File: src/rtl/dbg_pkg.sv
package dbg_pkg;

   typedef enum logic [2:0] {
      ST_CMD,
      ST_AHI,
      ST_ALO,
      ST_BUSY,
      ST_RHI,
      ST_RLO
   } seq_state_t;

   typedef enum logic [2:0] {
      K_NOP,
      K_ILL,
      K_REGRD,
      K_REGERR,
      K_MEMRD
   } cmd_kind_t;

   typedef struct packed {
      logic        s;
      logic [15:0] d;
   } resp_t;

   localparam logic [1:0] SZ_BYTE = 2'd0;
   localparam logic [1:0] SZ_WORD = 2'd1;
   localparam logic [1:0] SZ_LONG = 2'd2;

   localparam logic [3:0] OP_NOP = 4'h0;
   localparam logic [3:0] OP_MRD = 4'h1;
   localparam logic [3:0] OP_RRD = 4'h2;

   localparam resp_t RSP_DONE = '{s: 1'b0, d: 16'hFFFF};
   localparam resp_t RSP_NRDY = '{s: 1'b1, d: 16'h0000};
   localparam resp_t RSP_ILL  = '{s: 1'b1, d: 16'hFFFF};
   localparam resp_t RSP_BERR = '{s: 1'b1, d: 16'h0001};

endpackage

File: src/rtl/dbg_cmd_decode.sv
module dbg_cmd_decode
   import dbg_pkg::*;
#(
   parameter int WORD_W = 16,
   parameter int REG_W  = 4
) (
   input  logic [WORD_W-1:0] word,
   input  logic              halted,
   output cmd_kind_t         kind,
   output logic [1:0]        size,
   output logic [REG_W-1:0]  reg_idx
);
   localparam int LOW_W = WORD_W - 4;

   logic [3:0]       op;
   logic [LOW_W-1:0] low;
   logic             reg_clean;
   logic             mem_clean;

   if (REG_W >= LOW_W) begin : g_bad_reg
      $error("dbg_cmd_decode: REG_W must be narrower than the operand field");
   end

   assign op        = word[WORD_W-1 -: 4];
   assign low       = word[LOW_W-1:0];
   assign reg_idx   = word[REG_W-1:0];
   assign size      = word[5:4];
   assign reg_clean = (low >> REG_W) == '0;
   assign mem_clean = (low[LOW_W-1:6] == '0) && (low[3:0] == 4'h0) && (word[5:4] != 2'd3);

   always_comb begin
      kind = K_ILL;
      unique case (op)
         OP_NOP:  kind = (low == '0) ? K_NOP : K_ILL;
         OP_RRD:  kind = !reg_clean ? K_ILL : (halted ? K_REGRD : K_REGERR);
         OP_MRD:  kind = mem_clean ? K_MEMRD : K_ILL;
         default: kind = K_ILL;
      endcase
   end
endmodule

File: src/rtl/dbg_result_fmt.sv
module dbg_result_fmt
   import dbg_pkg::*;
#(
   parameter int RES_W     = 32,
   parameter int ZERO_FILL = 1
) (
   input  logic [1:0]       size,
   input  logic [RES_W-1:0] raw,
   output logic [RES_W-1:0] fmt
);
   localparam int HALF = RES_W / 2;
   localparam int BYTE = RES_W / 4;

   if (ZERO_FILL != 0) begin : g_fill
      always_comb begin
         unique case (size)
            SZ_BYTE: fmt = {{(RES_W-BYTE){1'b0}}, raw[BYTE-1:0]};
            SZ_WORD: fmt = {{(RES_W-HALF){1'b0}}, raw[HALF-1:0]};
            default: fmt = raw;
         endcase
      end
   end else begin : g_pass
      logic unused_size;
      assign unused_size = ^size;
      assign fmt = raw;
   end
endmodule

File: src/rtl/dbg_xfer_gap.sv
module dbg_xfer_gap #(
   parameter int MIN_GAP = 32
) (
   input logic clk,
   input logic rst,
   input logic xfer_valid
);
   localparam int CW = $clog2(MIN_GAP + 1);

   logic [CW-1:0] since_q;

   if (MIN_GAP < 2) begin : g_bad_gap
      $error("dbg_xfer_gap: MIN_GAP must be at least 2");
   end

   always_ff @(posedge clk) begin
      if (rst) begin
         since_q <= CW'(MIN_GAP);
      end else if (xfer_valid) begin
         since_q <= '0;
      end else if (since_q != CW'(MIN_GAP)) begin
         since_q <= since_q + 1'b1;
      end
   end

   // transfers keep the minimum spacing
   a_r3_xfer_spacing: assert property (@(posedge clk) disable iff (rst)
      xfer_valid |-> (since_q >= CW'(MIN_GAP - 1)));
endmodule

File: src/rtl/dbg_cmd_seq.sv
module dbg_cmd_seq
   import dbg_pkg::*;
#(
   parameter int WORD_W    = 16,
   parameter int ADDR_W    = 32,
   parameter int REG_W     = 4,
   parameter int MIN_GAP   = 32,
   parameter int ZERO_FILL = 1
) (
   input  logic                  clk,
   input  logic                  rst,
   input  logic                  core_halted,
   input  logic                  xfer_valid,
   input  logic [WORD_W-1:0]     xfer_word,
   output logic                  resp_valid,
   output logic                  resp_status,
   output logic [WORD_W-1:0]     resp_data,
   output logic                  acc_req,
   output logic                  acc_is_mem,
   output logic [1:0]            acc_size,
   output logic [ADDR_W-1:0]     acc_addr,
   output logic [REG_W-1:0]      acc_reg,
   input  logic                  acc_done,
   input  logic                  acc_err,
   input  logic [2*WORD_W-1:0]   acc_rdata
);
   localparam int RES_W = 2 * WORD_W;

   if (WORD_W != 16) begin : g_bad_word
      $error("dbg_cmd_seq: WORD_W must be 16");
   end
   if (ADDR_W != RES_W) begin : g_bad_addr
      $error("dbg_cmd_seq: ADDR_W must equal two transfer words");
   end

   seq_state_t        st;
   resp_t             pend_q;
   resp_t             resp_q;
   resp_t             resp_sel;
   logic [WORD_W-1:0] ahi_q;
   logic [RES_W-1:0]  res_q;
   logic [RES_W-1:0]  res_fmt;
   cmd_kind_t         dec_kind;
   logic [1:0]        dec_size;
   logic [REG_W-1:0]  dec_reg;
   logic              take_cmd;

   dbg_cmd_decode #(.WORD_W(WORD_W), .REG_W(REG_W)) dec_i (
      .word    (xfer_word),
      .halted  (core_halted),
      .kind    (dec_kind),
      .size    (dec_size),
      .reg_idx (dec_reg)
   );

   dbg_result_fmt #(.RES_W(RES_W), .ZERO_FILL(ZERO_FILL)) fmt_i (
      .size (acc_size),
      .raw  (acc_rdata),
      .fmt  (res_fmt)
   );

   dbg_xfer_gap #(.MIN_GAP(MIN_GAP)) gap_i (
      .clk        (clk),
      .rst        (rst),
      .xfer_valid (xfer_valid)
   );

   // Response prepared before the transfer starts
   always_comb begin
      unique case (st)
         ST_CMD:  resp_sel = pend_q;
         ST_RHI:  resp_sel = '{s: 1'b0, d: res_q[RES_W-1:WORD_W]};
         ST_RLO:  resp_sel = '{s: 1'b0, d: res_q[WORD_W-1:0]};
         default: resp_sel = RSP_NRDY;
      endcase
   end

   assign take_cmd = xfer_valid && ((st == ST_CMD) || (st == ST_RLO));

   always_ff @(posedge clk) begin
      if (rst) begin
         st         <= ST_CMD;
         pend_q     <= RSP_NRDY;
         resp_q     <= RSP_NRDY;
         resp_valid <= 1'b0;
         ahi_q      <= '0;
         res_q      <= '0;
         acc_req    <= 1'b0;
         acc_is_mem <= 1'b0;
         acc_size   <= SZ_LONG;
         acc_addr   <= '0;
         acc_reg    <= '0;
      end else begin
         resp_valid <= xfer_valid;
         acc_req    <= 1'b0;
         if (xfer_valid) begin
            resp_q <= resp_sel;
         end
         if (take_cmd) begin
            st <= ST_CMD;
            unique case (dec_kind)
               K_NOP:    pend_q <= RSP_DONE;
               K_REGERR: pend_q <= RSP_BERR;
               K_REGRD: begin
                  acc_req    <= 1'b1;
                  acc_is_mem <= 1'b0;
                  acc_size   <= SZ_LONG;
                  acc_reg    <= dec_reg;
                  st         <= ST_BUSY;
               end
               K_MEMRD: begin
                  acc_size <= dec_size;
                  st       <= ST_AHI;
               end
               default:  pend_q <= RSP_ILL;
            endcase
         end else if (xfer_valid) begin
            unique case (st)
               ST_AHI: begin
                  ahi_q <= xfer_word;
                  st    <= ST_ALO;
               end
               ST_ALO: begin
                  acc_addr   <= {ahi_q, xfer_word};
                  acc_is_mem <= 1'b1;
                  acc_req    <= 1'b1;
                  st         <= ST_BUSY;
               end
               ST_RHI:  st <= ST_RLO;
               default: ;
            endcase
         end
         if ((st == ST_BUSY) && acc_done) begin
            if (acc_err) begin
               pend_q <= RSP_BERR;
               st     <= ST_CMD;
            end else begin
               res_q <= res_fmt;
               st    <= ST_RHI;
            end
         end
      end
   end

   assign resp_status = resp_q.s;
   assign resp_data   = resp_q.d;

   // a transfer during an outstanding access answers not-ready
   a_r9_busy_not_ready: assert property (@(posedge clk) disable iff (rst)
      (xfer_valid && (st == ST_BUSY)) |=> (resp_valid && resp_status && (resp_data == 16'h0000)));

   // a failed access leaves a bus-error answer for the next opcode slot
   a_r10_err_to_cmd: assert property (@(posedge clk) disable iff (rst)
      ((st == ST_BUSY) && acc_done && acc_err) |=> ((st == ST_CMD) && (pend_q == RSP_BERR)));

   // access start is a single-cycle pulse
   a_r6_req_pulse: assert property (@(posedge clk) disable iff (rst)
      acc_req |=> !acc_req);

   // register accesses only start on a halted core
   a_r7_reg_needs_halt: assert property (@(posedge clk) disable iff (rst)
      (acc_req && !acc_is_mem) |-> $past(core_halted));

   // the low address half starts the memory access with that half
   a_r8_mem_launch: assert property (@(posedge clk) disable iff (rst)
      (xfer_valid && (st == ST_ALO)) |=>
         (acc_req && acc_is_mem && (acc_addr[WORD_W-1:0] == $past(xfer_word))));

   // completion comes only while an access is outstanding
   a_r8_done_when_busy: assert property (@(posedge clk) disable iff (rst)
      acc_done |-> (st == ST_BUSY));

   // the low result half is answered with status 0
   a_r11_low_half_ok: assert property (@(posedge clk) disable iff (rst)
      (xfer_valid && (st == ST_RLO)) |=> !resp_status);
endmodule

File: config.mk
export PLATFORM = sky130hd
export DESIGN_NAME = dbg_cmd_seq
export DESIGN_NICKNAME = d
export VERILOG_FILES = /design/src/rtl/dbg_pkg.sv /design/src/rtl/dbg_cmd_decode.sv /design/src/rtl/dbg_result_fmt.sv /design/src/rtl/dbg_xfer_gap.sv /design/src/rtl/dbg_cmd_seq.sv
export SDC_FILE = /design/constraint.sdc
export NUM_CORES = 1
export LEC_CHECK = 0
export CORE_AREA = 5 5 102 104
export CTS_CLUSTER_SIZE = 20
export DETAILED_ROUTE_END_ITERATION = 10
export DIE_AREA = 0 0 107 109
export DONT_BUFFER_PORTS = 1
export GPL_TIMING_DRIVEN = 0
export PLACE_DENSITY = 0.78
export SLEW_MARGIN = 20
export SYNTH_ARGS = -nofsm -noshare
export SYNTH_HDL_FRONTEND = slang
export SYNTH_SLANG_ARGS = --single-unit
export TNS_END_PERCENT = 50
File: constraint.sdc
create_clock -name clk -period 5.3 [get_ports clk]
set_input_delay 0.265 -clock clk [delete_from_list [all_inputs] [get_ports clk]]
set_output_delay 0.265 -clock clk [all_outputs]
set_load 0.01 [all_outputs]
==> results of run 1 <==
repair_timing:
action                                 CTS  global route
resized for setup                        0             0
endpoints found under the hold margin   68             0
hold buffers                            48             0
synthesized netlist by cell type, types with 2 or more instances:
cell,number,share of area
o22ai_1,17,0.021
nand3b_1,2,0.0030
nor2b_1,19,0.024
inv_1,3,0.0023
o211ai_1,4,0.0060
nand2b_1,4,0.0050
o2bb2ai_1,16,0.028
or2_2,3,0.0038
clkbuf_1,44,0.033
nand3_1,29,0.029
mux2i_1,17,0.034
o21ai_0,9,0.0090
dfxtp_1,126,0.51
o31a_1,2,0.0035
or4_1,3,0.0045
o21a_1,2,0.0030
or4_4,2,0.0045
or4b_1,2,0.0040
nand2_1,160,0.12
buf_2,2,0.0020
buf_1,3,0.0023
a21oi_1,104,0.10
nor2_1,26,0.020
final cells by class:
| cell class | instances | area (um^2) | share of cell area |
|---|---|---|---|
| Tap cell | 114 | 142.6 | 0.02292 |
| Timing Repair Buffer | 48 | 480.5 | 0.07720 |
| Clock inverter | 11 | 163.9 | 0.02634 |
| Inverter | 3 | 11.26 | 0.001809 |
| Multi-Input combinational cell | 438 | 2271 | 0.3649 |
| Clock buffer | 20 | 445.4 | 0.07157 |
| Sequential cell | 126 | 2522 | 0.4053 |
| Buffer | 49 | 186.4 | 0.02996 |
cell families (layout without fill, tap and decap cells):
logic type | after synthesis | count (layout) | share of synthesized area
AO/OA/AOI/OAI | 158 | 158 | 0.1823
XOR/XNOR | 2 | 2 | 0.003510
flip-flops | 126 | 126 | 0.5054
AND/OR/NAND/NOR | 260 | 260 | 0.2329
buffers and inverters | 52 | 131 | 0.03961
multiplexers | 18 | 18 | 0.03635
routing by layer:
metal | vias to the layer above | part of all wire | wire [um] | global-route usage
li1 | 2243 | - | - | -
met1 | 2292 | 0.38 | 5836 | 0.3004
met2 | 253 | 0.51 | 7770 | 0.4811
met3 | 33 | 0.096 | 1480 | 0.09355
met4 | 0 | 0.019 | 295 | 0.09406
met5 | - | 0 | 0 | 0
how the worst min path moves through the flow:
stage / end / cells after the start / start
after floorplan: ahi_q[0]$_SDFFE_PP0P_ / 2 / xfer_word[0]
after global placement: res_q[6]$_SDFFE_PP0P_ / 2 / acc_rdata[6]
after detailed placement: acc_addr[11]$_SDFFE_PP0P_ / 2 / xfer_word[11]
after CTS: pend_q[5]$_SDFF_PP0_ / 2 / core_halted
after global routing: pend_q[5]$_SDFF_PP0_ / 2 / core_halted
final: pend_q[5]$_SDFF_PP0_ / 2 / core_halted
critical path: stages, from the launching register on:
cell	delay, ns
dfxtp_1	0.35
clkbuf_1	0.37
xnor2_1	0.19
nand2_1	0.24
a211oi_1	0.71
buf_2	0.36
o22ai_1	0.12
through the flow:
stage | cells | total power, W | instance area, um^2 | setup WS (ns) | hold slack [ns]
floorplan | 616 | 0.001149 | 4991 | 3.283 | 0.4010
global placement | 730 | 0.001186 | 5134 | 3.002 | 0.4033
detailed placement | 730 | 0.001193 | 5134 | 2.918 | 0.4082
CTS | 809 | 0.002414 | 6223 | 2.881 | 0.01138
global route | 809 | 0.002490 | 6223 | 2.640 | 0.02787
finish | 809 | 0.002424 | 6223 | 2.826 | 0.02869
where the power goes:
group,leakage [nW],internal [W],total (W),switching [W]
logic,0.769,0.0000787,0.000198,0.000120
clock network,0.297,0.000784,0.00121,0.000424
registers,1.02,0.000987,0.00102,0.0000302
total,2.09,0.00185,0.00242,0.000574
==> impl_metrics.yaml, run 1 <==
synth:
  ys_seq_area_frac: 0.5054
  syn-num-nets: 670
  synth_ff_type: "dfxtp_1"
  yosysUniqueCellTypes: 40
  syn_area_um2: 4991
  yosys_warnings: 0
  async_flop_share: 0
  syn_area_per_cell_um2: 8.102
  synth_edf_count: 0
  ys_ff_latch: 126
  syn_inst: 616
layout:
  drive_above_1_share: 0.05755
  num_antenna_cells: 0
  layout_common_cells: "nand2_1 (160), dfxtp_1 (126), a21oi_1 (104), dlygate4sd3_1 (48), clkbuf_1 (45)"
  final_common_cell: "nand2_1"
  final_util: 0.6579
  area_growth_pct: 24.69
  fill_cells: 762
  largestRegisters: "acc_addr x32, res_q x32, pend_q x17"
  fin_nets: 737
clock_network:
  cts.sinks: 126
  cts.clk_slew.worst_paths_ns: 0.06
  h-tree-depth: 4
  cts_buffers: 17
  cts_root_buf: "clkbuf_8"
  cts_tree: "done"
  clk_path_buf_depth: 2
  clk_latency_ns: 0.52
  post-cts-setup-buffers: 0
setup_path:
  critical_path_class: "flop to flop"
  r2r-end: "pend_q[11]$_SDFF_PP0_"
  crit_start: "st[2]$_SDFFE_PP0P_"
  r2r-start: "st[2]$_SDFFE_PP0P_"
  crit_required_ns: 5.69
  crit_path_end_kind: "flop"
  reg2reg_depth: 6
  critPathCapture: "pend_q[11]$_SDFF_PP0_"
  startpoint_type: "flop"
  r2r_slack_ns: 2.83
  cp_max_fo: 10
  critPathArrivalTime_ns: 2.87
grt:
  grt_pass1_wl_mm: 24.38
  track_usage: 0.2700
  antenna_found_initial: 0
  grt_pass1_vias: 4852
  grt.overflow.total: 0
  grt_max_degree: 17
timing:
  period_needed_ns: 2.474
  report.final.slew_viol_count: 0
  rsz0062_at_grt: "no"
  fin_skew_ns: 0.007925
  min_period_over_period: 0.4668
  setup_viol: 0
  hold_violations: 0
  relSlewSlack: 0.2323
  worst_pin_slew_ns: 1.141
  fmax_mhz: 404.2
  finalSetupTns_ns: 0
pwr:
  powerDensity_nw_per_um2: 389.5
  leakage_nw: 2.089
  peakVddDrop_uv: 254.7
routing:
  num_vias: 4821
  ant_nets: 0
  drc: 0
  routed_wirelength_mm: 15.38
  viasPerCell: 5.959
  drtPass1Iterations: 6
  avgRoutedWirePerCell_um: 19.01
  drtIter0Drc: 364
hold_path:
  hp-class: "input pin to flop"
floorplan:
  die_h_um: 109
  initial_core_util: 0.5276
  rows: 36
  dieArea_um2: 11660
  pin_count: 112
  dieWidth_um: 107
  core_um2: 9459
placement:
  hpwlAfterDp_mm: 10.05
  portBuffers: 0
  place.gp.congestion: 0.8976
flow_run:
  maxCapViolations: 0
run_status:
  status: "completed"
(Power assumes the default switching activity.)
==> run 2: changes to the inputs <==
==> constraint.sdc (replaced) <==
create_clock -name clk -period 2.28 [get_ports clk]
set_input_delay 0.114 -clock clk [delete_from_list [all_inputs] [get_ports clk]]
set_output_delay 0.114 -clock clk [all_outputs]
set_load 0.01 [all_outputs]
==> run 2 against run 1 <==
  * Hold slack worse by 0.0059 ns
  * First-iteration DRC count up 2.5%
  * Worst setup slack worse by 2.7 ns
  * Largest power group unchanged
  * Via count up 0.85%
  * Clock power up 130%
  * Power up 130%
  * Combinational power up 130%
  * Largest cell class unchanged
  * Final area up 1.0%
  * Utilization up 0.67 points
  * Maximum frequency up 12%
  * Sequential power up 130%
  * Final cell count up 0.49%
==> impl_metrics.yaml, run 2 (synthesis results as in run 1) <==
setup_path:
  critPathCapture: "resp_data[1]$_SDFFE_PP0P_"
  r2r-end: "resp_data[1]$_SDFFE_PP0P_"
  crit_start: "st[2]$_SDFFE_PP0P_"
  cp_max_fo: 10
  r2r-start: "st[2]$_SDFFE_PP0P_"
  r2r_slack_ns: 0.08
  crit_required_ns: 2.66
  reg2reg_depth: 6
  critPathArrivalTime_ns: 2.58
  startpoint_type: "flop"
  critical_path_class: "flop to flop"
  crit_path_end_kind: "flop"
layout:
  largestRegisters: "acc_addr x32, res_q x32, pend_q x17"
  final_area_um2: 6287
  drive_above_1_share: 0.06295
  fin_nets: 741
  area_growth_pct: 25.97
  final_common_cell: "nand2_1"
  layout_common_cells: "nand2_1 (160), dfxtp_1 (126), a21oi_1 (104), dlygate4sd3_1 (53), clkbuf_1 (42)"
  num_antenna_cells: 0
clock_network:
  cts_tree: "done"
  clk_path_buf_depth: 2
  cts_root_buf: "clkbuf_8"
  post-cts-setup-buffers: 0
  cts.sinks: 126
  cts.clk_slew.worst_paths_ns: 0.06
  clk_latency_ns: 0.52
  cts_buffers: 17
  h-tree-depth: 4
floorplan:
  initial_core_util: 0.5276
  core_um2: 9459
  dieWidth_um: 107
  dieArea_um2: 11660
  rows: 36
  die_h_um: 109
  pin_count: 112
pwr:
  total_power_w: 0.005639
  p_switching_w: 0.001334
  p_clk_frac: 0.498
  p_seq_frac: 0.420
  comb_power_share: 0.082
  powerDensity_nw_per_um2: 896.8
  peakVddDrop_uv: 592.5
  switching_share: 0.2366
  leakage_nw: 2.110
  internal-power_w: 0.004305
placement:
  portBuffers: 0
  place.gp.congestion: 0.8976
  place_ws_ns: -0.1015
  dpl_cell_area_um2: 5134
  hpwlAfterDp_mm: 10.05
timing:
  finalWorstSetupSlack_ns: 0.07941
  setup_viol: 0
  min_period_over_period: 0.9652
  rsz0062_at_grt: "yes"
  finalSetupTns_ns: 0
  period_needed_ns: 2.201
  fmax_mhz: 454.4
  hold_violations: 0
  relSlewSlack: 0.2984
  report.final.slew_viol_count: 0
  worst_pin_slew_ns: 1.043
  fin_skew_ns: 0.007157
routing:
  num_vias: 4862
  drtIter0Drc: 373
  viasPerCell: 5.980
  avgRoutedWirePerCell_um: 19.10
  routed_wirelength_mm: 15.53
  drc: 0
  drtPass1Iterations: 5
  ant_nets: 0
grt:
  track_usage: 0.2719
  top_usage_layer: "met2"
  grt.overflow.total: 0
  grt_max_degree: 17
  antenna_found_initial: 0
  grtUsageMet2: 0.4861
  grt_pass1_wl_mm: 24.58
  grtUsageMet1: 0.3023
  grt_pass1_vias: 4902
  use_met3: 0.09295
flow_run:
  maxCapViolations: 0
hold_path:
  hp-class: "input pin to flop"
  hold_path_depth: 3
run_status:
  status: "completed"
-- run 2: cell types whose count changed in the layout (fill, tap and decap cells not counted) --
cell           previous run  this run
dlygate4sd3_1            48        53
clkbuf_1                 45        42
clkbuf_2                  0         2
nor2_1                   26        25
a211oi_4                  0         1
nor2_2                    0         1
a211oi_1                  1         0
-- run 2: worst max-delay path, stage by stage (launching register included) --
cell,delay [ns]
dfxtp_1,0.36
clkbuf_1,0.37
buf_1,0.67
mux2i_1,0.30
o2bb2ai_1,0.10
a21oi_1,0.19
nor2_1,0.07
-- run 2: per-stage QoR --
| step | hold WS, ns | instances | util |
|---|---|---|---|
| 6_report | 0.02276 | 813 | 0.6647 |
| 5_1_grt | 0.02823 | 813 | 0.6647 |
| 4_1_cts | 0.01379 | 814 | 0.6638 |
| 3_5_place_dp | 0.2572 | 730 | 0.5427 |
| 3_3_place_gp | 0.2523 | 730 | 0.5427 |
| 2_1_floorplan | 0.2500 | 616 | - |
-- run 2: timing repair --
| item | 4_1_cts | 5_1_grt |
|---|---|---|
| resized for setup | 1 | 6 |
| endpoints found under the setup margin | 10 | 46 |
| hold buffers | 53 | 0 |
| endpoints found under the hold margin | 76 | 0 |
-- run 2: power by group through the flow --
stage	combinational [W]	sequential, W	clock, W
final	0.000463	0.00237	0.00281
after global routing	0.000507	0.00238	0.00291
after detailed placement	0.000363	0.00241	0
after floorplan	0.000280	0.00239	0
after CTS	0.000456	0.00237	0.00280
after global placement	0.000350	0.00241	0
-- run 2: worst min-delay path by stage --
stage | from | end | slack (ns)
global placement | acc_rdata[6] | res_q[6]$_SDFFE_PP0P_ | 0.25
CTS | xfer_word[5] | acc_addr[5]$_SDFFE_PP0P_ | 0.01
finish | xfer_word[5] | acc_addr[5]$_SDFFE_PP0P_ | 0.02
global route | xfer_valid | st[1]$_SDFFE_PP0P_ | 0.03
detailed placement | xfer_word[11] | acc_addr[11]$_SDFFE_PP0P_ | 0.26
floorplan | xfer_word[0] | ahi_q[0]$_SDFFE_PP0P_ | 0.25
-- run 2: area by class of cell --
class,instances,area (um^2)
plain buffers,48,185.2
clock buffers,20,445.4
clock inverters,11,163.9
fillers,750,3172
inverters,3,11.26
multi-input cells,438,2286
flip-flops and latches,126,2522
well taps,114,142.6
repair buffers,53,530.5
-- run 2: routing by layer --
metal	share of wire	vias up
met2	0.51	275
met3	0.099	33
met5	0	-
li1	-	2253
met4	0.018	0
met1	0.37	2301
==> run 3: changes to the inputs <==
--- a/config.mk
+++ b/config.mk
@@ -5,13 +5,14 @@
 export SDC_FILE = /design/constraint.sdc
 export NUM_CORES = 1
 export LEC_CHECK = 0
-export CORE_AREA = 5 5 102 104
+export ABC_CLOCK_PERIOD_IN_PS = 2280
+export CORE_AREA = 5 5 107 109
 export CTS_CLUSTER_SIZE = 20
 export DETAILED_ROUTE_END_ITERATION = 10
-export DIE_AREA = 0 0 107 109
+export DIE_AREA = 0 0 112 114
 export DONT_BUFFER_PORTS = 1
 export GPL_TIMING_DRIVEN = 0
-export PLACE_DENSITY = 0.78
+export PLACE_DENSITY = 0.72
 export SLEW_MARGIN = 20
 export SYNTH_ARGS = -nofsm -noshare
 export SYNTH_HDL_FRONTEND = slang
==> run 3 against run 2 <==
  * Clock power shrank 10%
  * Routed wire length shrank 2.1%
  * First-iteration DRC count shrank 4.3%
  * Count of clock-buffer cells in the layout shrank 2
  * Sequential share of layout area grew 0.080 points
  * Utilization shrank 6.8 points
  * Power shrank 4.9%
  * Critical path type unchanged
==> impl_metrics.yaml, run 3 (synthesis results as in run 1) <==
clock_network:
  cts_buffers: 17
  cts_tree: "done"
  clk_latency_ns: 0.52
  cts_root_buf: "clkbuf_8"
  clk_path_buf_depth: 2
  cts.sinks: 126
  h-tree-depth: 4
  cts.clk_slew.worst_paths_ns: 0.06
floorplan:
  initial_core_util: 0.4750
  pin_count: 112
  core_um2: 10510
  die_h_um: 114
  rows: 38
  dieArea_um2: 12770
  dieWidth_um: 112
timing:
  setup_viol: 0
  min_period_over_period: 0.9428
  finalWorstSetupSlack_ns: 0.1303
  fmax_mhz: 465.2
  rsz0062_at_grt: "no"
  period_needed_ns: 2.150
  worst_pin_slew_ns: 1.014
  hold_violations: 0
  fin_skew_ns: 0.007311
  hold_ws_ns: 0.01626
  relSlewSlack: 0.3181
  report.final.slew_viol_count: 0
hold_path:
  hold_path_depth: 3
  hp-class: "input pin to flop"
grt:
  grt_max_degree: 17
  grtUsageMet1: 0.2825
  top_usage_layer: "met2"
  grt_pass1_wl_mm: 24.43
  grt_pass1_vias: 4790
  track_usage: 0.2398
  grt.overflow.total: 0
  use_met3: 0.06472
  grtUsageMet2: 0.4157
  antenna_found_initial: 0
layout:
  layout_common_cells: "nand2_1 (160), dfxtp_1 (126), a21oi_1 (104), dlygate4sd3_1 (54), clkbuf_1 (42)"
  multi_input_area_um2: 2286
  fin_nets: 742
  largestRegisters: "acc_addr x32, res_q x32, pend_q x17"
  final_common_cell: "nand2_1"
  drive_above_1_share: 0.06562
  seq_area_um2: 2522
  fill_cells: 922
  area_growth_pct: 25.72
  final_area_um2: 6275
  final_util: 0.5972
  num_antenna_cells: 0
pwr:
  leakage_nw: 2.083
  peakVddDrop_uv: 487.3
  powerDensity_nw_per_um2: 854.3
  total_power_w: 0.005361
routing:
  ant_nets: 0
  viasPerCell: 5.674
  drc: 0
  drtPass1Iterations: 6
  routed_wirelength_mm: 15.20
  avgRoutedWirePerCell_um: 18.07
  num_vias: 4772
  drtIter0Drc: 357
placement:
  dpl_cell_area_um2: 5166
  place.gp.congestion: 0.8614
  place_ws_ns: -0.08099
  portBuffers: 0
  hpwlAfterDp_mm: 10.11
setup_path:
  crit_required_ns: 2.72
  startpoint_type: "flop"
  cp_max_fo: 9
  critPathArrivalTime_ns: 2.59
  critPathSlowestCell: "or4b_2"
  reg2reg_depth: 5
  crit_path_max_incr_delay_ns: 0.73
  cp_cell_sequence: "clkbuf_1, nand2b_1, or4b_2, or4b_1, o21ai_0"
  critical_path_class: "flop to flop"
  crit_path_end_kind: "flop"
run_status:
  status: "completed"
flow_run:
  maxCapViolations: 0
==> run 3: cell type report <==
type / instances / area share
flip-flops and latches: 126 / 0.4020
multi-input cells: 438 / 0.3643
repair buffers: 54 / 0.08614
clock buffers: 18 / 0.06660
plain buffers: 48 / 0.02971
well taps: 140 / 0.02792
clock inverters: 14 / 0.02154
inverters: 3 / 0.001795
==> run 3: per-layer routing <==
metal,vias to the layer above,part of all wire
met5,-,0
met4,0,0.023
met3,40,0.091
met2,225,0.50
met1,2248,0.39
li1,2259,-
==> run 3: worst max-delay path, delay by kind of cell (launching register included) <==
kind	cells	cell delay, ns
DFF	1	0.29
and+or+nand+nor	3	1.50
buffers and inverters	1	0.18
AOI/OAI and AO/OA	1	0.10
==> run 3: power by group <==
group | total (W) | switching (W) | internal [W]
sequential | 0.00237 | 0.0000740 | 0.00229
combinational | 0.000465 | 0.000278 | 0.000187
clock | 0.00253 | 0.00106 | 0.00146
==> run 3: repair_timing <==
| action | CTS | global route |
|---|---|---|
| buffers inserted | 0 | 0 |
| hold buffers | 54 | 0 |
| hold endpoints to repair | 76 | 0 |
| endpoints found under the setup margin | 10 | 26 |
| gates resized for setup | 1 | 7 |
==> run 3: final timing paths <==
path | from | endpoint | slack, ns
min reg2reg | ahi_q[13]$_SDFFE_PP0P_ | acc_addr[29]$_SDFFE_PP0P_ | 0.45
max | st[1]$_SDFFE_PP0P_ | acc_size[0]$_SDFFE_PP0P_ | 0.13
min | xfer_word[4] | pend_q[16]$_SDFF_PP1_ | 0.02
max reg2reg | st[1]$_SDFFE_PP0P_ | acc_size[0]$_SDFFE_PP0P_ | 0.13
==> run 3: stage by stage <==
step           cells  setup TNS [ns]
2_1_floorplan    616               0
3_3_place_gp     756         -0.1470
3_5_place_dp     756         -0.6573
4_1_cts          842               0
5_1_grt          841               0
6_report         841               0
